[config.mk]
export PLATFORM = sky130hd
export DESIGN_NAME = tce_event_gen
export DESIGN_NICKNAME = d
export VERILOG_FILES = /design/src/rtl/tce_pkg.sv /design/src/rtl/tce_half_detect.sv /design/src/rtl/tce_item_state.sv /design/src/rtl/tce_event_gen.sv
export SDC_FILE = /design/constraint.sdc
export NUM_CORES = 1
export LEC_CHECK = 0
export BUFFER_PORTS_ARGS = -buffer_cell sky130_fd_sc_hd__clkbuf_2
export CAP_MARGIN = 25
export CORE_AREA = 2 2 43 45
export DETAILED_ROUTE_END_ITERATION = 8
export DIE_AREA = 0 0 45 47
export HOLD_SLACK_MARGIN = 0.15
export PLACE_DENSITY = 0.73
export SYNTH_ARGS = -nofsm -noshare
export SYNTH_HDL_FRONTEND = slang
export SYNTH_SLANG_ARGS = --single-unit
export TNS_END_PERCENT = 20
[constraint.sdc]
create_clock -name clk_i -period 2 [get_ports clk_i]
set_clock_uncertainty 0.1 [all_clocks]
set_input_delay 0.1 -clock clk_i [delete_from_list [all_inputs] [get_ports clk_i]]
set_output_delay 0.1 -clock clk_i [all_outputs]
set_load 0.02 [all_outputs]
[src/rtl/tce_pkg.sv]
package tce_pkg;
  typedef enum logic [1:0] {
    TCE_BLOCK     = 2'b00,
    TCE_BLOCK_ALT = 2'b01,
    TCE_ITEM      = 2'b10,
    TCE_CHAN      = 2'b11
  } tce_mode_e;
endpackage

[src/rtl/tce_half_detect.sv]
module tce_half_detect #(
  parameter int CW = 16
) (
  input  logic          clk_i,
  input  logic          rst_i,
  input  logic          rearm_i,
  input  logic          en_i,
  input  logic [CW-1:0] len_i,
  input  logic [CW-1:0] remain_i,
  output logic          fire_o
);
  logic          armed_q;
  logic [CW-1:0] mid;

  assign mid    = len_i >> 1;
  assign fire_o = armed_q & ~rearm_i & en_i & (len_i != '0) & (remain_i <= mid);

  always_ff @(posedge clk_i) begin
    if (rst_i)        armed_q <= 1'b0;
    else if (rearm_i) armed_q <= 1'b1;
    else if (fire_o)  armed_q <= 1'b0;
  end

  AST_FIRE_ONLY_ARMED: assert property (@(posedge clk_i) disable iff (rst_i)
    fire_o |=> !fire_o || $past(rearm_i));
endmodule

[src/rtl/tce_item_state.sv]
module tce_item_state #(
  parameter int CW = 16
) (
  input  logic          clk_i,
  input  logic          rst_i,
  input  logic          chan_start_i,
  input  logic          unit_end_i,
  input  logic          last_item_i,
  input  logic [CW-1:0] len_i,
  output logic          first_null_o,
  output logic          last_o
);
  always_ff @(posedge clk_i) begin
    if (rst_i) begin
      first_null_o <= 1'b0;
      last_o       <= 1'b0;
    end else begin
      if (chan_start_i)    first_null_o <= (len_i == '0);
      else if (unit_end_i) first_null_o <= 1'b0;
      if (last_item_i)       last_o <= 1'b1;
      else if (chan_start_i) last_o <= 1'b0;
    end
  end
endmodule

[src/rtl/tce_event_gen.sv]
module tce_event_gen
  import tce_pkg::*;
#(
  parameter int CW = 16
) (
  input  logic          clk_i,
  input  logic          rst_i,
  input  logic [1:0]    mode_i,
  input  logic [CW-1:0] blk_len_i,
  input  logic [CW-1:0] remain_i,
  input  logic          chan_start_i,
  input  logic          blk_end_i,
  input  logic          upd_done_i,
  input  logic          last_item_i,
  input  logic          cont_i,
  output logic          half_o,
  output logic          done_o
);
  tce_mode_e md;
  logic item_lvl, unit_end, rearm, half_en, half_fire, done_d;
  logic first_null, last_seen;

  assign md       = tce_mode_e'(mode_i);
  assign item_lvl = (md == TCE_ITEM) || (md == TCE_CHAN);
  assign unit_end = item_lvl ? upd_done_i : blk_end_i;
  assign rearm    = chan_start_i | unit_end;
  assign half_en  = (md == TCE_CHAN) ? (last_seen & ~cont_i) : 1'b1;

  tce_item_state #(.CW(CW)) u_state (
    .clk_i        (clk_i),
    .rst_i        (rst_i),
    .chan_start_i (chan_start_i),
    .unit_end_i   (unit_end),
    .last_item_i  (last_item_i),
    .len_i        (blk_len_i),
    .first_null_o (first_null),
    .last_o       (last_seen)
  );

  tce_half_detect #(.CW(CW)) u_half (
    .clk_i    (clk_i),
    .rst_i    (rst_i),
    .rearm_i  (rearm),
    .en_i     (half_en),
    .len_i    (blk_len_i),
    .remain_i (remain_i),
    .fire_o   (half_fire)
  );

  always_comb begin
    unique case (md)
      TCE_BLOCK, TCE_BLOCK_ALT: done_d = blk_end_i & ~first_null;
      TCE_ITEM:                 done_d = upd_done_i & ~first_null;
      TCE_CHAN:                 done_d = upd_done_i & ~cont_i & (first_null | last_seen);
      default:                  done_d = 1'b0;
    endcase
  end

  always_ff @(posedge clk_i) begin
    if (rst_i) begin
      half_o <= 1'b0;
      done_o <= 1'b0;
    end else begin
      half_o <= half_fire;
      done_o <= done_d;
    end
  end

  AST_HALF_SINGLE: assert property (@(posedge clk_i) disable iff (rst_i)
    half_o |=> !half_o);
  AST_HALF_NONZERO: assert property (@(posedge clk_i) disable iff (rst_i)
    half_o |-> $past(blk_len_i) != '0);
  AST_DONE_CAUSE: assert property (@(posedge clk_i) disable iff (rst_i)
    done_o |-> $past(blk_end_i) || $past(upd_done_i));
  AST_ITEM_DONE_SRC: assert property (@(posedge clk_i) disable iff (rst_i)
    done_o && $past(mode_i[1]) |-> $past(upd_done_i));
  AST_CONT_QUIET: assert property (@(posedge clk_i) disable iff (rst_i)
    (done_o || half_o) |-> !($past(mode_i) == 2'b11 && $past(cont_i)));
endmodule

* Word level (Yosys, flattened, before mapping)
Index checks and enable logic that the tools add are counted.
Storage, ports and cells: register bits 5, input port bits 41, output and inout bits 2, logic and storage cells 40
Cells by class: magnitude comparators 1, eq/ne operators 3, multiplexer cells 9, bitwise logic cells 14, reductions and logical operators 8
Operator list (number):
- $le A16 B15 Y1 | 1
- $logic_not A16 Y1 | 1
- $reduce_bool A16 Y1 | 1
- $and A1 B1 Y1 | 9
- $mux W1 | 8
- $reduce_bool A2 Y1 | 3
- $eq A2 B2 Y1 const B | 2
- $not A1 Y1 | 3
- $pmux W1 S3 | 1
- $eq A2 B1 Y1 const B | 1
- $logic_not A2 Y1 | 1
- $or A1 B1 Y1 | 2
- $reduce_or A2 Y1 | 1
- $logic_or A1 B1 Y1 | 1

* Logic depth before layout (Yosys ltp)
depth after elaboration 11, depth in mapped cells 8, depth with buffers taken out 8

* Modules after synthesis
Synthesis repeated with hierarchy kept, for this count alone.
Unflattened totals: cell total of the unflattened synthesis 90, area, all modules 718.2 um^2
By module, submodules not included:
- tce_half_detect | instances 1, cells each 65, area each 500.5 um^2, seq. area each 20.0 um^2
- tce_event_gen | instances 1, cells each 12, area each 112.6 um^2, seq. area each 40.0 um^2
- tce_item_state | instances 1, cells each 13, area each 105.1 um^2, seq. area each 40.0 um^2

* Worst setup path after synthesis
OpenSTA, ideal clock, no wires.
path type in2reg, start input blk_len_i[15], end register u_half.armed_q, library setup time 0.128 ns, arrival time 1.474 ns, path slack 0.298 ns, stages 8, buffers on the path 0, cell sequence inv_1 > ha_1 > and4b_1 > nor2b_1 > a2111oi_0 > o221ai_1 > a21oi_2 > o22ai_1
Between the ends: word-level cells in the longest chain between the ends 4, elaborated cells on any way between the ends 5, classes of those cells order compare (1); bitwise (2); reduce/logical (2)
RTL lines:
- start: declaration | line tce_event_gen.sv:9 | input logic [CW-1:0] blk_len_i,
- parallel branches: the longest is 2 deep, another holds $le A16 B15 Y1
- $and A1 B1 Y1 * | line tce_half_detect.sv:16 | assign fire_o = armed_q & ~rearm_i & en_i & (len_i != '0) & (remain_i <= mid);
- $reduce_bool A2 Y1 (no line) *
- end signal: assignment | line tce_half_detect.sv:19 | if (rst_i) armed_q <= 1'b0;
- end signal: assignment | line tce_half_detect.sv:20 | else if (rearm_i) armed_q <= 1'b1;
- end signal: assignment | line tce_half_detect.sv:21 | else if (fire_o) armed_q <= 1'b0;
- end: declaration | line tce_half_detect.sv:12 | logic armed_q;
Mark *: on every way between the ends. A chain may end at the register's enable or synchronous reset.

* Worst setup path after layout
Ends and elaborated chain as after synthesis.

==> key figures <==
Outcome
  • Status: finished, final reports clean

Global route
  • Largest net degree at the start of global routing: 7
  • First-pass GRT wire length: around 2500 um
  • Initial antenna violation count: 0
  • Tot GR Track Use: 16.3%
  • Gr ovfl total: 0
  • Vias in the first global route: roughly 720

Timing
  • F_max: 0.591 GHz
  • Slew @ Worst Pin: ~0.37 ns
  • Tmin final: 1.69 ns
  • Slew headroom: between 70% and 80%
  • Slew Viols, Final: 0
  • Fin. Hold Viols: 0
  • Unrepaired setup endpoints after global routing: false
  • Final setup margin: a little over 0.3 ns
  • Period utilisation layout: a little over four fifths
  • Final setup viols: 0
  • Setup total negative slack: 0 ns

Setup path
  • Worst Setup SP: blk_len_i[15]
  • RR Startpoint: u_state.last_o
  • CP Buf/Inv Count: 2
  • Worst EP arrival: ~1.7 ns
  • Startpoint Class: input pin
  • CP top delay family: compound AO/OA/AOI/OAI gates
  • CP max FO: 2
  • Crit-path slowest cell: a2111oi_0
  • WS Path Type: in -> reg
  • CP cell instances: clkbuf_2, inv_1, ha_1, and4b_1, nor2b_1, a2111oi_0, o221ai_1, a21oi_2, o22ai_1
  • Endpoint type of the worst setup path: flip-flop
  • CP max stage delay: between 0.3 and 0.4 ns
  • CP Data Required Time: around 2 ns

Pwr
  • Sw Pwr: approximately 0.10 mW
  • Gate power share: 37.8%
  • Clk pwr share: 32.0%
  • Leakage power: 0.543 nW
  • P per Cell Area: 376 mW/mm2
  • Sequential Power Share: between 30 and 40%
  • Maximum VDD drop: approximately 180 uV
  • Cell internal pwr: between 0.2 and 0.3 mW
  • Switch share: roughly 29%

Die
  • Num rows: 15
  • Initial core utilization: between 30% and 40%
  • Die ar.: around 0.0021 mm2
  • Die Y: roughly 47 um
  • Chip width: between 40 and 50 um
  • Num ports: 43
  • Core area: between 0.0015 and 0.002 mm2

Place
  • DP Wirelength: 1420 um
  • Port Buf Inserts: 42
  • Gp weighted congestion: around 0.8
  • Post-Place Cells: about 140
  • Cell Area, Placed: around 870 um2
  • Pre-CTS WS: between 0.03 and 0.04 ns

Logic synthesis
  • Synth area leader: ha_1
  • Sequential area share after synthesis: roughly 16%
  • Top cells by area, synth: ha_1 (29%), dfxtp_1 (16%), inv_1 (11%), a21oi_1 (6.2%), nor4_1 (3.9%)
  • Mean Syn Cell Area: 7.55 um2
  • Post-synth top area share: 29.2%
  • Distinct cells, synth: 27
  • Synthesized area: about 640 um2
  • Synth Net Count: 141
  • Number of synthesized register bits: 5
  • Post-Syn Instances: 85
  • Syn. warnings: 0

Routing
  • Drt first pass iters: 4
  • DRC: 0
  • Routed Antenna Nets: 0
  • Drt total wl: roughly 1600 um
  • Vias: 773
  • DR WL/cell: roughly 10 um
  • Via density per instance: about 5
  • Drt initial violations: 5

Hold path
  • Hold WC Path Type: in -> reg
  • Hold Crit Start: remain_i[15]

Flow run
  • MaxCap Viol Count: 0

Final layout
  • Area Growth Syn to Fin: 48.0%
  • ANT cells: 0
  • Fraction of layout cells with a size suffix above 1: roughly 37%
  • Layout Cells excl Fill: 153
  • Final net count: just under 200
  • Layout Utilization: between 50 and 60%
  • Post-route design area: 950 um2
  • FILL cells: between 150 and 200

Clock network
  • CTS Sinks: 5
  • Clock transition at path regs: approximately 0.04 ns
  • CTS tree: done
  • Post_cts resized: 0
  • Max clock buf depth: 2
  • Htree depth: 1
  • Total CTS buffers: 3
  • Worst skew pair latency: ~0.24 ns
  • Clk root buf: clkbuf_4
==> layer usage <==
layer	GRT usage [%]	share of wire, %	vias up
met4	7.06	0.71	0
met2	32.3	51	33
met5	0	0	-
li1	-	-	405
met3	2.31	8.3	2
met1	17.0	40	333
==> power by group through the flow <==
stage	combinational [mW]	sequential (mW)	clock, mW
2_1_floorplan	0.0646	0.111	0
3_5_place_dp	0.128	0.109	0
6_report	0.135	0.108	0.114
4_1_cts	0.137	0.108	0.118
5_1_grt	0.155	0.108	0.124
3_3_place_gp	0.124	0.109	0
==> sequential cells by signal (all words and copies together) (netlist names) <==
signal	flops
half_o	1
u_state.last_o	1
u_state.first_null_o	1
done_o	1
u_half.armed_q	1
==> stage by stage <==
step / total power [mW] / hold WS [ns]
3_5_place_dp: 0.237 / 0.241
2_1_floorplan: 0.175 / 0.0691
6_report: 0.357 / 0.187
4_1_cts: 0.363 / 0.186
3_3_place_gp: 0.233 / 0.223
5_1_grt: 0.387 / 0.257
==> final timing paths <==
path                          to  slack [ns]  cells past startpoint
hold / removal    u_half.armed_q        0.19                      5
setup reg to reg  u_half.armed_q        0.66                      6
setup / recovery  u_half.armed_q        0.31                      9
hold reg to reg   u_half.armed_q        0.38                      2
==> final cells by class <==
cell class	count	area [um2]	area share, %
Timing Repair Buffer	47	260	27.4
Tap cell	17	21.3	2.24
Sequential cell	5	100	10.5
Clock buffer	4	26.3	2.77
Inverter	18	67.6	7.11
Multi-Input combinational cell	62	474	49.9
==> cells in the final DEF, fill, tap and decap left out, types with 3 or more instances in the layout <==
| master | netlist | layout |
|---|---|---|
| a21oi_1 | 8 | 8 |
| clkbuf_2 | 0 | 42 |
| clkbuf_4 | 0 | 3 |
| dfxtp_1 | 5 | 5 |
| dlygate4sd3_1 | 0 | 5 |
| ha_1 | 15 | 15 |
| inv_1 | 18 | 18 |
| nand2_1 | 5 | 5 |
| nand4_1 | 3 | 3 |
| nor2_1 | 5 | 5 |
| nor4_1 | 4 | 4 |
==> cell usage after synthesis (all sizes together) <==
library cell  count
ha               15
o22ai             1
inv              18
nor2              5
a2111oi           1
nand2             5
or2               1
a21o              1
o21bai            1
a31o              1
nor3b             2
and2b             1
a211oi            1
and4b             1
a21oi             9
nand3             1
nand2b            2
nor4              5
o221ai            1
nor2b             2
nand4             3
o21ai             2
o211ai            1
dfxtp             5
==> logic make-up (layout without fill, tap and decap cells) <==
group	Yosys count	in the layout	synth area share [%]
buf+inv	18	69	10.5
simple gates	28	28	25.7
flops	5	5	15.6
compound gates	19	19	18.9
fa+ha+maj	15	15	29.2
==> tightest hold or removal path, delay by kind of cell <==
family | cells | cell delay (ns)
AOI/OAI and AO/OA | 4 | 0.29
buffers and inverters | 1 | 0.08
==> what timing repair did <==
| action | CTS | global route |
|---|---|---|
| buffers inserted | 0 | 0 |
| setup endpoints to repair | 0 | 0 |
| hold buffers | 5 | 0 |
| hold endpoints to repair | 5 | 0 |
Note: power is estimated with default switching activity, not from simulation.
